--- src/rtl/octdac_pkg.sv ---
package octdac_pkg;
  localparam int unsigned NUM_CH  = 8;
  localparam int unsigned CODE_W  = 12;
  localparam int unsigned SEL_W   = $clog2(NUM_CH);
  localparam int unsigned FRAME_W = CODE_W + 1 + SEL_W;
  localparam int unsigned SYNC_STAGES = 2;
endpackage

--- src/rtl/octdac_sync.sv ---
// Multi-bit synchronizer: one independent flop chain per bit.
module octdac_sync #(
  parameter int unsigned WIDTH  = 1,
  parameter int unsigned STAGES = 2,
  parameter logic [WIDTH-1:0] RST_VAL = '0
) (
  input  logic             clk,
  input  logic             rst_n,
  input  logic [WIDTH-1:0] d,
  output logic [WIDTH-1:0] q
);
  genvar b;
  generate
    for (b = 0; b < WIDTH; b++) begin : g_bit
      logic [STAGES-1:0] chain_q;
      logic [STAGES-1:0] chain_n;

      always_comb chain_n = {chain_q[STAGES-2:0], d[b]};

      always_ff @(posedge clk or negedge rst_n) begin
        if (!rst_n) chain_q <= {STAGES{RST_VAL[b]}};
        else        chain_q <= chain_n;
      end

      assign q[b] = chain_q[STAGES-1];
    end
  endgenerate
endmodule

--- src/rtl/octdac_frame_rx.sv ---
// Serial word receiver: edge detection, bit counting, address test, chain output.
module octdac_frame_rx #(
  parameter int unsigned CODE_W  = 12,
  parameter int unsigned SEL_W   = 3,
  parameter int unsigned FRAME_W = CODE_W + 1 + SEL_W
) (
  input  logic              clk,
  input  logic              rst_n,
  input  logic              sclk_s,
  input  logic              fs_n_s,
  input  logic              sd_s,
  input  logic              addr_pin,
  output logic              sdo,
  output logic              commit,
  output logic [CODE_W-1:0] code,
  output logic [SEL_W-1:0]  chan
);
  localparam int unsigned CNT_W = $clog2(FRAME_W);
  localparam logic [CNT_W-1:0] LAST_CNT = CNT_W'(FRAME_W - 1);
  localparam int unsigned ADDR_POS = SEL_W;

  logic               sclk_d, fs_d;
  logic               armed_q, armed_n;
  logic [CNT_W-1:0]   cnt_q, cnt_n;
  logic [FRAME_W-1:0] sh_q, sh_n;
  logic               sdo_n, commit_n;
  logic [CODE_W-1:0]  code_n;
  logic [SEL_W-1:0]   chan_n;
  logic               sclk_fall, sclk_rise, fs_fall, last_bit;

  assign sclk_fall = sclk_d & ~sclk_s;
  assign sclk_rise = ~sclk_d & sclk_s;
  assign fs_fall   = fs_d & ~fs_n_s;

  always_comb begin
    armed_n  = armed_q;
    cnt_n    = cnt_q;
    sh_n     = sh_q;
    sdo_n    = sdo;
    commit_n = 1'b0;
    code_n   = code;
    chan_n   = chan;
    last_bit = 1'b0;

    if (fs_fall) begin
      armed_n = 1'b1;
      cnt_n   = '0;
    end else if (fs_n_s) begin
      armed_n = 1'b0;
    end else if (armed_q && sclk_fall) begin
      sh_n = {sh_q[FRAME_W-2:0], sd_s};
      if (cnt_q == LAST_CNT) begin
        armed_n  = 1'b0;
        cnt_n    = '0;
        last_bit = 1'b1;
      end else begin
        cnt_n = cnt_q + 1'b1;
      end
    end

    if (last_bit && (sh_n[ADDR_POS] == addr_pin)) begin
      commit_n = 1'b1;
      code_n   = sh_n[FRAME_W-1 -: CODE_W];
      chan_n   = sh_n[SEL_W-1:0];
    end

    if (sclk_rise) sdo_n = sh_q[FRAME_W-1];
  end

  always_ff @(posedge clk or negedge rst_n) begin
    if (!rst_n) begin
      sclk_d  <= 1'b0;
      fs_d    <= 1'b1;
      armed_q <= 1'b0;
      cnt_q   <= '0;
      sh_q    <= '0;
      sdo     <= 1'b0;
      commit  <= 1'b0;
      code    <= '0;
      chan    <= '0;
    end else begin
      sclk_d  <= sclk_s;
      fs_d    <= fs_n_s;
      armed_q <= armed_n;
      cnt_q   <= cnt_n;
      sh_q    <= sh_n;
      sdo     <= sdo_n;
      commit  <= commit_n;
      code    <= code_n;
      chan    <= chan_n;
    end
  end
endmodule

--- src/rtl/octdac_latch_bank.sv ---
// Two-level latch bank: per-channel input latch and output latch.
module octdac_latch_bank #(
  parameter int unsigned NUM_CH = 8,
  parameter int unsigned CODE_W = 12,
  parameter int unsigned SEL_W  = $clog2(NUM_CH)
) (
  input  logic                     clk,
  input  logic                     rst_n,
  input  logic                     commit,
  input  logic [CODE_W-1:0]        code,
  input  logic [SEL_W-1:0]         chan,
  input  logic                     load_n_s,
  input  logic                     clear_n_s,
  output logic [NUM_CH*CODE_W-1:0] in_flat,
  output logic [NUM_CH*CODE_W-1:0] out_flat,
  output logic                     wr_stb,
  output logic [SEL_W-1:0]         wr_chan
);
  genvar ch;
  generate
    for (ch = 0; ch < NUM_CH; ch++) begin : g_ch
      logic [CODE_W-1:0] in_q, in_n, out_q, out_n;

      always_comb begin
        in_n = in_q;
        if (commit && (chan == SEL_W'(ch))) in_n = code;
      end

      always_comb begin
        out_n = out_q;
        if (!clear_n_s)     out_n = '0;
        else if (!load_n_s) out_n = in_q;
      end

      always_ff @(posedge clk or negedge rst_n) begin
        if (!rst_n) begin
          in_q  <= '0;
          out_q <= '0;
        end else begin
          in_q  <= in_n;
          out_q <= out_n;
        end
      end

      assign in_flat[ch*CODE_W +: CODE_W]  = in_q;
      assign out_flat[ch*CODE_W +: CODE_W] = out_q;
    end
  endgenerate

  always_ff @(posedge clk or negedge rst_n) begin
    if (!rst_n) begin
      wr_stb  <= 1'b0;
      wr_chan <= '0;
    end else begin
      wr_stb <= commit;
      if (commit) wr_chan <= chan;
    end
  end
endmodule

--- src/rtl/octdac_front.sv ---
module octdac_front #(
  parameter int unsigned NUM_CH = octdac_pkg::NUM_CH,
  parameter int unsigned CODE_W = octdac_pkg::CODE_W,
  parameter int unsigned SYNC_STAGES = octdac_pkg::SYNC_STAGES
) (
  input  logic                           clk,
  input  logic                           rst_n,
  input  logic                           sclk_in,
  input  logic                           fsync_n_in,
  input  logic                           sdata_in,
  input  logic                           addr_sel_in,
  input  logic                           load_n_in,
  input  logic                           clear_n_in,
  output logic                           sdata_out,
  output logic [NUM_CH*CODE_W-1:0]       in_codes_o,
  output logic [NUM_CH*CODE_W-1:0]       out_codes_o,
  output logic                           wr_stb_o,
  output logic [$clog2(NUM_CH)-1:0]      wr_chan_o
);
  localparam int unsigned SEL_W   = $clog2(NUM_CH);
  localparam int unsigned FRAME_W = CODE_W + 1 + SEL_W;

  logic [1:0] rst_pipe;
  logic       rst_q_n;

  always_ff @(posedge clk or negedge rst_n) begin
    if (!rst_n) rst_pipe <= '0;
    else        rst_pipe <= {rst_pipe[0], 1'b1};
  end
  assign rst_q_n = rst_pipe[1];

  // Bit order: {clear, load, fsync, data, sclk}; idle levels on reset.
  logic [4:0] raw_in, sync_out;
  logic       sclk_s, sd_s, fs_n_s, load_n_s, clear_n_s;

  assign raw_in = {clear_n_in, load_n_in, fsync_n_in, sdata_in, sclk_in};

  octdac_sync #(.WIDTH(5), .STAGES(SYNC_STAGES), .RST_VAL(5'b11100)) u_sync (
    .clk(clk), .rst_n(rst_q_n), .d(raw_in), .q(sync_out)
  );

  assign {clear_n_s, load_n_s, fs_n_s, sd_s, sclk_s} = sync_out;

  logic              commit;
  logic [CODE_W-1:0] code;
  logic [SEL_W-1:0]  chan;

  octdac_frame_rx #(.CODE_W(CODE_W), .SEL_W(SEL_W), .FRAME_W(FRAME_W)) u_rx (
    .clk(clk), .rst_n(rst_q_n), .sclk_s(sclk_s), .fs_n_s(fs_n_s), .sd_s(sd_s),
    .addr_pin(addr_sel_in), .sdo(sdata_out), .commit(commit), .code(code), .chan(chan)
  );

  octdac_latch_bank #(.NUM_CH(NUM_CH), .CODE_W(CODE_W), .SEL_W(SEL_W)) u_bank (
    .clk(clk), .rst_n(rst_q_n), .commit(commit), .code(code), .chan(chan),
    .load_n_s(load_n_s), .clear_n_s(clear_n_s), .in_flat(in_codes_o),
    .out_flat(out_codes_o), .wr_stb(wr_stb_o), .wr_chan(wr_chan_o)
  );
endmodule

--- config.mk ---
export PLATFORM = sky130hd
export DESIGN_NAME = octdac_front
export DESIGN_NICKNAME = d
export VERILOG_FILES = /design/src/rtl/octdac_pkg.sv /design/src/rtl/octdac_sync.sv /design/src/rtl/octdac_frame_rx.sv /design/src/rtl/octdac_latch_bank.sv /design/src/rtl/octdac_front.sv
export SDC_FILE = /design/constraint.sdc
export NUM_CORES = 1
export LEC_CHECK = 0
export BUFFER_PORTS_ARGS = -buffer_cell sky130_fd_sc_hd__clkbuf_2
export CAP_MARGIN = 20
export CORE_MARGIN = 2
export CORE_UTILIZATION = 58
export CTS_CLUSTER_SIZE = 10
export DETAILED_ROUTE_END_ITERATION = 8
export PLACE_DENSITY = 0.94
export SLEW_MARGIN = 20
export SYNTH_ARGS = -nofsm -noshare
export SYNTH_HDL_FRONTEND = slang
export SYNTH_SLANG_ARGS = --single-unit
export TNS_END_PERCENT = 5
--- constraint.sdc ---
create_clock -name clk -period 20.4 [get_ports clk]
set_clock_uncertainty 0.1 [all_clocks]
set_input_delay 2.04 -clock clk [delete_from_list [all_inputs] [get_ports clk]]
set_output_delay 2.04 -clock clk [all_outputs]
set_load 0.005 [all_outputs]
==> reports/results.ini <==
[global_route]
antenna_found_initial=0
use_met3_pct=3.12
grt_pass1_wl_mm=33.8
grt_util_met2_pct=40.8
grt-busiest-layer=met2
grtUsageMet1_pct=33.9
grt_max_degree=89
gr-total-overflow=0
grt_pass1_vias=6084
grt_usage_pct=24.4

[worst_setup_path]
critPathLaunchType=flip-flop
max_stage_delay_ns=0.43
crit_chain=clkbuf_2
crit_family=flip-flops
critical_path_class=flip-flop to primary output
cp_slowest_cell=dfrtp_1
r2r_slack_ns=17.83
crit_required_ns=18.26
r2r-start=u_sync.g_bit[3].chain_q[1]
critical_path.max_fanout=3
cp-end-kind=primary output
rr_worst_depth=3
reg2reg_to=u_bank.g_ch[5].out_q[4]
crit_buf_inv=1
arrival_ns=1.08

[detailed_routing]
dr.first_iter.drc_count=282
wl_per_cell_um=20.1
ant_nets=0
vias=5961
drt_wl_total_mm=22.0
viasPerCell=5.45
dr.pass1.iters=4
drc=0

[clock_tree]
h-tree-depth=1
cts_buffers=28
clkTransAtPathRegs_ns=0.06
post_cts_buffers=0
clk_latency_ns=0.52
cts.sink_count=248
cts_tree=built
cts_resized=0
cts_root_buf=clkbuf_16
cts_buffer_depth=3
cts_hold_buf=0

[sta]
slew_violations=0
finalHoldViolCount=0
max_slew_margin_pct=32.2
tns_ns=0
finalSetupViolations=0
tightestPinTransition_ns=1.01
min_period_ns=3.22
rsz0062_at_grt=false
fmax_mhz=311
final_min_period_over_clock_period_pct=15.8

[power_and_ir_drop]
powerDensity_mw_per_mm2=83.3
leakagePower_uw=0.00623
ir_drop_v=0.0000671

[cells_and_area]
antenna_cells=0
layout.cells.non_filler=1094
drive_gt1_share_pct=44.4
num-nets-final=861
area_growth_pct=21.3

[synth]
synth_adder_area_share_pct=0.129
synthXorXnorAreaFrac_pct=0.0905
yosysSeqAreaShare_pct=64.2
ys_seq_elements=248
synth_compound_area_share_pct=0.543
synth_edf_count=0
ys_async_sr_fraction_pct=100
netlist_area_mm2=0.00968
synth_top_family_by_area=multiplexers
synth_mux_area_share_pct=25.2
postSynthCellCount=646
synth_warnings=0
syn_nets=655
syn_area_per_cell_um2=15.0
synth-simple-area-share_pct=7.90
synth_flop_cell=dfrtp_1
ys_types=30

[floorplan]
fp.coreArea_mm2=0.0165
fp.dieH_um=133
die_area_mm2=0.0177
ios=205
die_width_um=133
initial_core_util_pct=58.8
rows=47

[run_status]
status=completed

[flow_run]
maxCapViolations=0

[placed_design]
io_buffers=204
place.detailed.hpwl_mm=14.1
dp.cells=1040
gp_congestion=0.773

[hold_path]
hp-class=flip-flop to asynchronous set/reset pin

## cell type report
class                      instances  area, um2
fill                            1059       4730
inverter                           4       15.0
clock buffer                      52        822
multi-input combinational        359       3300
sequential                       248       6220
tap                              220        275
timing repair buffer             211       1110
## worst max path at each step
stage,endpoint,start,cells after the start,slack (ns)
after floorplan,u_bank.g_ch[0].in_q[0],rst_pipe[1],0,12.89
after global placement,u_rx.chan[1],addr_sel_in,4,16.75
after detailed placement,u_rx.code[10],addr_sel_in,4,16.69
after CTS,in_codes_o[84],u_bank.g_ch[7].in_q[0],1,17.17
after global routing,u_rx.code[0],addr_sel_in,4,17.14
final,in_codes_o[71],u_bank.g_ch[5].in_q[11],1,17.18
## layer usage
metal	wire length (um)	part of all wire [%]
met1	9460	43
met2	11000	50
met3	961	4.4
met4	543	2.5
met5	0	0
## cells by family (layout without fill, tap and decap cells)
family / count (synthesis) / in the layout
other: 1 / 1
multiplexers: 227 / 227
XOR/XNOR: 1 / 1
adder cells (fa/ha/maj): 1 / 1
buffers and inverters: 39 / 267
AND/OR/NAND/NOR: 119 / 119
flip-flops: 248 / 248
AO/OA/AOI/OAI: 10 / 10
## through the flow
step | util [%] | hold slack [ns] | setup slack, ns | area, um2 | total power, uW
floorplan | - | 0.231 | 12.89 | 9680 | 528
global placement | 66.0 | 0.234 | 16.75 | 10900 | 534
CTS | 71.0 | 0.247 | 17.17 | 11700 | 984
global route | 71.3 | 0.177 | 17.14 | 11700 | 1010
detailed placement | 66.0 | 0.235 | 16.69 | 10900 | 535
finish | 71.3 | 0.139 | 17.18 | 11700 | 978
## flip-flops by register name (all words and copies together), names as in the netlist, 2 cells and up
signal / flops
rst_pipe: 2
u_bank.g_ch.in_q: 96
u_bank.g_ch.out_q: 96
u_bank.wr_chan: 3
u_rx.chan: 3
u_rx.cnt_q: 4
u_rx.code: 12
u_rx.sh_q: 16
u_sync.g_bit.chain_q: 10
## cells in the mapped netlist, drive strengths merged (2+ instances only)
cell type	n	area share, %
buf	24	1.3
nand2b	3	0.19
clkbuf	11	0.43
nand2	4	0.16
nor3	2	0.10
mux2	130	15
inv	4	0.16
a21oi	5	0.26
dfrtp	241	62
o21ai	4	0.21
nor2b	96	6.2
dfstp	7	1.9
mux2i	97	10
nor2	2	0.10
nor3b	2	0.16
nand4b	3	0.27
## power breakdown
part / total, uW / switching (uW) / internal (uW)
registers: 503 / 6.47 / 496
logic: 24.5 / 14.3 / 10.2
clock network: 451 / 183 / 268
total: 978 / 204 / 774
## cell usage in the layout (no fill, tap or decap), types with 2 or more instances in the layout
cell type	instances
dfstp_2	6
mux2_2	130
dfrtp_1	240
nand2_1	4
nand2b_1	3
nor2b_1	96
inv_1	4
nor3b_2	2
nor3_2	2
mux2i_1	97
buf_4	5
clkbuf_16	29
clkbuf_1	22
clkbuf_2	204
nand4b_1	3
o21ai_0	4
a21oi_1	5
No activity file was read; power rests on OpenSTA's default activity.
